`src/rtl/pal_pkg.sv`:
```
package pal_pkg;
  localparam int DefInW   = 10;
  localparam int DefOutN  = 8;
  localparam int DefFbN   = 6;
  localparam int DefSumPt = 7;

  typedef struct packed {
    logic shift;   // accept one serial fuse bit this edge
    logic fbRun;   // let the feedback register follow the outputs
  } cfgStrobe_t;
endpackage

```
`src/rtl/pal_ctrl.sv`:
```
module pal_ctrl
  import pal_pkg::*;
#(
  parameter int MAP_BITS = 2048,
  localparam int CNT_W   = $clog2(MAP_BITS)
) (
  input  logic       clk,
  input  logic       rstN,
  input  logic       cfgEn,
  output cfgStrobe_t stb,
  output logic       cfgDone
);
  logic [CNT_W-1:0] bitCnt;
  logic             doneQ;

  assign stb.shift = cfgEn & ~doneQ;
  assign stb.fbRun = doneQ;
  assign cfgDone   = doneQ;

  always_ff @(posedge clk or negedge rstN) begin
    if (!rstN) begin
      bitCnt <= '0;
      doneQ  <= 1'b0;
    end else if (stb.shift) begin
      if (bitCnt == CNT_W'(MAP_BITS - 1)) begin
        bitCnt <= '0;
        doneQ  <= 1'b1;
      end else begin
        bitCnt <= bitCnt + 1'b1;
      end
    end
  end
endmodule

```
`src/rtl/pal_macrocell.sv`:
```
module pal_macrocell #(
  parameter int LINE_N = 16,
  parameter int SUM_PT = 7,
  localparam int PT_FUSES = 2 * LINE_N,
  localparam int PT_N     = SUM_PT + 1
) (
  input  logic [PT_FUSES-1:0]      lits,
  input  logic [PT_N*PT_FUSES-1:0] fuses,
  output logic                     level,
  output logic                     enable
);
  logic [PT_N-1:0] ptVal;

  // intact fuse (1) passes the literal; blown fuse (0) forces a 1
  for (genvar t = 0; t < PT_N; t++) begin : g_pt
    assign ptVal[t] = &(~fuses[t*PT_FUSES +: PT_FUSES] | lits);
  end

  assign level  = ~(|ptVal[SUM_PT-1:0]);
  assign enable = ptVal[SUM_PT];
endmodule

```
`src/rtl/pal_datapath.sv`:
```
module pal_datapath
  import pal_pkg::*;
#(
  parameter int IN_W   = 10,
  parameter int OUT_N  = 8,
  parameter int FB_N   = 6,
  parameter int SUM_PT = 7,
  localparam int LINE_N    = IN_W + FB_N,
  localparam int PT_FUSES  = 2 * LINE_N,
  localparam int OUT_FUSES = (SUM_PT + 1) * PT_FUSES,
  localparam int MAP_BITS  = OUT_N * OUT_FUSES
) (
  input  logic             clk,
  input  logic             rstN,
  input  cfgStrobe_t       stb,
  input  logic             cfgBit,
  input  logic [IN_W-1:0]  dataIn,
  output logic [OUT_N-1:0] padVal,
  output logic [OUT_N-1:0] padOe
);
  logic [MAP_BITS-1:0] fuseMap;
  logic [FB_N-1:0]     fbReg;
  logic [LINE_N-1:0]   lines;
  logic [PT_FUSES-1:0] lits;

  always_ff @(posedge clk or negedge rstN) begin
    if (!rstN) fuseMap <= '1;
    else if (stb.shift) fuseMap <= {cfgBit, fuseMap[MAP_BITS-1:1]};
  end

  always_ff @(posedge clk or negedge rstN) begin
    if (!rstN) fbReg <= '1;
    else if (stb.fbRun) fbReg <= padVal[FB_N-1:0];
  end

  assign lines = {fbReg, dataIn};

  for (genvar k = 0; k < LINE_N; k++) begin : g_lit
    assign lits[2*k]   = lines[k];
    assign lits[2*k+1] = ~lines[k];
  end

  for (genvar o = 0; o < OUT_N; o++) begin : g_out
    pal_macrocell #(.LINE_N(LINE_N), .SUM_PT(SUM_PT)) u_mc (
      .lits  (lits),
      .fuses (fuseMap[o*OUT_FUSES +: OUT_FUSES]),
      .level (padVal[o]),
      .enable(padOe[o])
    );
  end
endmodule

```
`src/rtl/pal_top.sv`:
```
module pal_top
  import pal_pkg::*;
#(
  parameter int IN_W   = DefInW,
  parameter int OUT_N  = DefOutN,
  parameter int FB_N   = DefFbN,
  parameter int SUM_PT = DefSumPt,
  localparam int LINE_N   = IN_W + FB_N,
  localparam int MAP_BITS = OUT_N * (SUM_PT + 1) * 2 * LINE_N
) (
  input  logic             clk,
  input  logic             rstN,
  input  logic             cfgEn,
  input  logic             cfgBit,
  output logic             cfgDone,
  input  logic [IN_W-1:0]  dataIn,
  output logic [OUT_N-1:0] padVal,
  output logic [OUT_N-1:0] padOe
);
  cfgStrobe_t stb;

  pal_ctrl #(.MAP_BITS(MAP_BITS)) u_ctrl (
    .clk    (clk),
    .rstN   (rstN),
    .cfgEn  (cfgEn),
    .stb    (stb),
    .cfgDone(cfgDone)
  );

  pal_datapath #(
    .IN_W(IN_W), .OUT_N(OUT_N), .FB_N(FB_N), .SUM_PT(SUM_PT)
  ) u_dp (
    .clk   (clk),
    .rstN  (rstN),
    .stb   (stb),
    .cfgBit(cfgBit),
    .dataIn(dataIn),
    .padVal(padVal),
    .padOe (padOe)
  );
endmodule

```
`config.mk`:
```
export PLATFORM = sky130hd
export DESIGN_NAME = pal_top
export DESIGN_NICKNAME = d
export VERILOG_FILES = /design/src/rtl/pal_pkg.sv /design/src/rtl/pal_ctrl.sv /design/src/rtl/pal_macrocell.sv /design/src/rtl/pal_datapath.sv /design/src/rtl/pal_top.sv
export SDC_FILE = /design/constraint.sdc
export NUM_CORES = 2
export LEC_CHECK = 0
export CAP_MARGIN = 40
export CORE_MARGIN = 4
export CORE_UTILIZATION = 40
export DETAILED_ROUTE_END_ITERATION = 16
export DONT_BUFFER_PORTS = 1
export SYNTH_ARGS = -nofsm -noshare
export SYNTH_HDL_FRONTEND = slang
export SYNTH_HIERARCHICAL = 1
export SYNTH_SLANG_ARGS = --single-unit
```
`constraint.sdc`:
```
create_clock -name clk -period 7.35 [get_ports clk]
set_input_delay 0.3675 -clock clk [delete_from_list [all_inputs] [get_ports clk]]
set_output_delay 0.3675 -clock clk [all_outputs]
set_load 0.03 [all_outputs]
```
# Yosys cells after proc, flatten, opt, wreduce, memory -nomap -nowiden
# Cells that the tools add are included.
# totals
reg_bits	2066
inputBits	14
output_inout_bits	17
elab_cells	234
# op_classes
n_addsub	1
n_eq_ne	1
mux	1
n_bitwise	154
reduce_logical	73
# ops
cell	count
$not 32->32	64
$or 32x32->32	64
$reduce_and 32->1	64
$reduce_or 7->1	8
$not 1->1	25
$add 11x1->11 const B	1
$eq 11x11->1 const B	1
$mux 11	1
$reduce_and 2->1	1
$and 1x1->1	1

# Depth between registers and ports, before layout
# depth
ltp_word	5
depth_mapped	8
mapped_depth_nobuf	8

# Cells and area by module
# Netlist, hierarchy kept.
# modules_own_cells
mod	instances	cells_per_inst	area_per_inst_um2	seq_area_each_um2
pal_datapath	1	4353	87423.8	53969.3
pal_macrocell	8	225	1579.0	0.0
pal_ctrl	1	59	626.9	300.3

# Worst setup path after synthesis
# OpenSTA, ideal clock, no wires.
# synth_path
path_kind	register -> register
startpoint	register u_dp.fbReg[3]
endpoint	register u_dp.fbReg[0]
setup_time_ns	0.066
arrival_ns	3.180
t_required_ns	7.284
slack_ns	4.105
path_stages_with_launch	9
path_buffers	0
synth_period_minus_slack_ns	3.245
cell_sequence	dfstp_2 inv_1 inv_2 a22oi_1 and4_1 nand4_1 o2111ai_1 nor4_1 mux2_2
# synth_between
elab_chain_len	5
elab_cells_between_ends	17
classes_between	bitwise: 9; reduce/logical: 8
# synth_rtl
element	line_no	text
start, declared	pal_datapath.sv:22	logic [FB_N-1:0] fbReg;
start signal, assigned	pal_datapath.sv:33	else if (stb.fbRun) fbReg <= padVal[FB_N-1:0];
$not 1->1 (*)	pal_datapath.sv:40	assign lits[2*k+1] = ~lines[k];
named net u_dp.lits[27]	pal_datapath.sv:24	logic [PT_FUSES-1:0] lits;
$or 32x32->32	pal_macrocell.sv:16	assign ptVal[t] = &(~fuses[t*PT_FUSES +: PT_FUSES] | lits);
$reduce_and 32->1	pal_macrocell.sv:16	
$reduce_or 7->1 (*)	pal_macrocell.sv:19	assign level = ~(|ptVal[SUM_PT-1:0]);
$not 1->1 (*)	pal_macrocell.sv:19	
named net padVal[0]	pal_top.sv:17	output logic [OUT_N-1:0] padVal,
# Mark *: on every way through the listed nets, which the timed path passes. The rest lies on a longest branch.
# A chain may end at the register's enable or synchronous reset.

# Worst setup path after layout
# layout_path
startpoint	register u_dp.fbReg[2]
endpoint	output padVal[5]
# layout_between
elab_chain_len	5
elab_cells_between_ends	17
classes_between	bitwise: 9; reduce/logical: 8
# layout_rtl
element	line_no
$not 1->1 (*)	pal_datapath.sv:40
named net u_dp.lits[25]	pal_datapath.sv:24
$or 32x32->32	pal_macrocell.sv:16
$reduce_and 32->1	pal_macrocell.sv:16
$reduce_or 7->1 (*)	pal_macrocell.sv:19
$not 1->1 (*)	pal_macrocell.sv:19
end, declared	pal_top.sv:17
# Marked as above.

==> results.ini <==
[grt]
antenna_found_initial=5
grt_first_pass_wirelength_um=406000
grt_overflow=0
grt_max_degree=284
grt_pass1_vias=58200
grt_usage_pct=20.5

[cells_and_area]
multi_input_area_um2=41400
drive_above_1_share_pct=72.1
fin_nets=6292
regArea_um2=54300
syn_to_final_growth_pct=9.40
utilization_pct=44.1
final_cell_area_um2=110000
fill_cells=22000

[die]
core_area_um2=250000
die_h_um=510
die_area_um2=260000
row_count=183
die_x_um=510
io_pins=31
start_util_pct=40.3

[setup_path]
arrival_ns=4.48
critical-path-max-stage-delay_ns=0.91
start_kind=flip-flop
critical_path_class=reg -> out
critPathMaxFanout=22
cp_cell_sequence=inv_2, buf_4, inv_1, a22oi_1, and4_1, nand4_1, o2111ai_1, nor4_2, buf_6
critPathSlowestCell=dfstp_4
crit_required_ns=6.98
path_buf_inv=4
path_delay_family=buffers and inverters
end_kind=output port

[synth]
yosysSeqAreaShare_pct=53.9
synthArstFlopShare_pct=100
synth-main-ff-cell=dfstp_2
yosysUniqueCellTypes=51
syn_nets=6227
yosysTopAreaCell=dfstp_2
syn_area_per_cell_um2=16.2
synthCells=6212
yosysWarnings=6
synth_top_cells_by_area=dfstp_2, mux2_4, mux2_2, a22o_1, buf_12
synth_top_area_share_pct=53.6
synth_seq_cells=2066
synth.cell_area_um2=101000
synth_edf_count=0

[status]
outcome=finished, final reports clean

[routing]
dr_total_vias=56600
drt_drc_violations_left=0
antenna_left=0
vias_per_cell=5.78
wirelength_um=274000
firstDrtPassIters=6
wl_per_cell_um=28.0
drtIter0Drc=6283

[job]
cap_violations=0

[clocking]
cts_max_path_buffers=3
clk_latency_ns=0.88
path_clk_slew_ns=0.06
numCtsBuffers=217
root_buffer=clkbuf_16
cts_tree=yes
ctsResizeCount=0
post_cts.repair.setup_buffers=0
cts_sinks=2066
htreeDepth=4

[timing]
fin_hold_ws_ns=0.263
finalSetupTns_ns=0
fin_skew_ns=0.0573
hold_viol_final=0
slew_headroom_pct=8.68
layout_setup_ws_ns=2.51
grt_setup_unrepaired=no
fin_crit_ns=4.84
slew_violations=0
max_freq_ghz=0.207
worst_pin_slew_ns=1.37
finalCritPeriodShare_pct=65.9
finalSetupViolations=0

[place]
pre_cts_ws_ns=3.54
gp_congestion=0.855
hpwl_um=164000
io_buffers=0
placed_area_um2=102000

[min_path]
hp-class=in -> reg

[power]
leakage_uw=0.0459
p_per_area_nw_per_um2=221
irDropWorstVdd_mv=0.188

[power by group]
| part | internal [uW] | switching (uW) |
|---|---|---|
| clock | 6690 | 4790 |
| combinational | 357 | 834 |
| sequential | 11600 | 84.4 |
[flip-flops by register name (all words and copies together), names as in the netlist]
register / flops
u_dp/fuseMap: 2048
u_ctrl/bitCnt: 11
u_dp/fbReg: 6
u_ctrl/cfgDone: 1
[through the flow]
stage,std cells,total power (uW)
3_3_place_gp,9370,13000
5_1_grt,9791,25200
6_report,9793,24300
4_1_cts,9787,24600
3_5_place_dp,9380,13000
2_1_floorplan,6212,12600
[what timing repair did]
| action | in CTS | in global routing |
|---|---|---|
| hold buffers | 4 | 1 |
| setup endpoints to repair | 0 | 0 |
| endpoints found under the hold margin | 16 | 101 |
[kinds of logic after synthesis]
kind of cell | synth area share [%]
AOI/OAI and AO/OA | 8.38
xor gates and xnor gates | 0.0435
adders and majority gates | 0.0124
buffers and inverters | 5.00
DFF | 53.9
muxes | 29.7
and+or+nand+nor | 2.98
[worst paths after layout]
check	depth (start not counted)	to	slack (ns)	start
hold / removal	2	u_dp/fuseMap[2047]$_DFFE_PN1P_	0.26	cfgBit
hold reg to reg	1	u_ctrl/bitCnt[10]$_DFFE_PN0P_	0.48	u_ctrl/bitCnt[10]$_DFFE_PN0P_
setup reg to reg	9	u_dp/fbReg[5]$_DFFE_PN1P_	3.60	u_dp/fbReg[2]$_DFFE_PN1P_
max in group asynchronous	6	u_dp/fuseMap[1485]$_DFFE_PN1P_	3.81	rstN
min in group asynchronous	2	u_dp/fuseMap[2033]$_DFFE_PN1P_	0.50	rstN
setup / recovery	9	padVal[5]	2.51	u_dp/fbReg[2]$_DFFE_PN1P_
[synth_stat cells (32+ instances only)]
master,n
nor2b_1,201
mux2_2,254
dfstp_2,2054
a221oi_1,240
buf_6,69
inv_2,80
a22oi_1,264
a22o_1,272
nand2_1,35
inv_1,324
o22ai_1,32
nor4_1,32
a2111o_1,48
and4_1,65
nand2b_1,32
nand4_1,60
mux2_4,1800
buf_12,111
[routing by layer]
layer / track usage [%] / routed length [um]
met4: 6.79 / 9550
met1: 29.7 / 124000
met3: 4.02 / 19400
met5: 0 / 0
met2: 30.8 / 121000
[placed cells by master, fill, tap and decap left out, types with 11 or more instances in the layout]
master / Yosys / layout
nand4_1: 60 / 60
a2111oi_1: 16 / 16
inv_2: 80 / 88
inv_1: 324 / 316
buf_12: 111 / 18
a22oi_1: 264 / 264
a2111o_1: 48 / 48
nor2b_1: 201 / 200
mux2_2: 254 / 254
nand3_1: 11 / 11
dfstp_2: 2054 / 2051
o2111ai_1: 24 / 24
clkbuf_1: 2 / 43
a21oi_1: 11 / 11
a2111oi_2: 16 / 16
a2111oi_0: 24 / 24
dfrtp_1: 12 / 11
nand2_1: 35 / 35
o22ai_1: 32 / 32
and4_1: 65 / 65
clkinv_2: 0 / 38
buf_4: 23 / 36
bufinv_16: 0 / 14
clkbuf_16: 0 / 218
nor4_1: 32 / 24
o221ai_1: 24 / 24
nand2b_1: 32 / 32
a22o_1: 272 / 272
mux2_4: 1800 / 1800
clkbuf_8: 0 / 70
a221oi_1: 240 / 240
buf_16: 0 / 16
[final cells by class]
cell class	instances	share of cell area, %
Tap cell	3330	3.78
Clock inverter	72	0.926
Sequential cell	2066	49.3
Timing Repair Buffer	77	1.04
Antenna cell	2	0.00454
Multi-Input combinational cell	3511	37.6
Clock buffer	331	5.97
Inverter	404	1.38
Note: power is estimated with default switching activity, not from simulation.
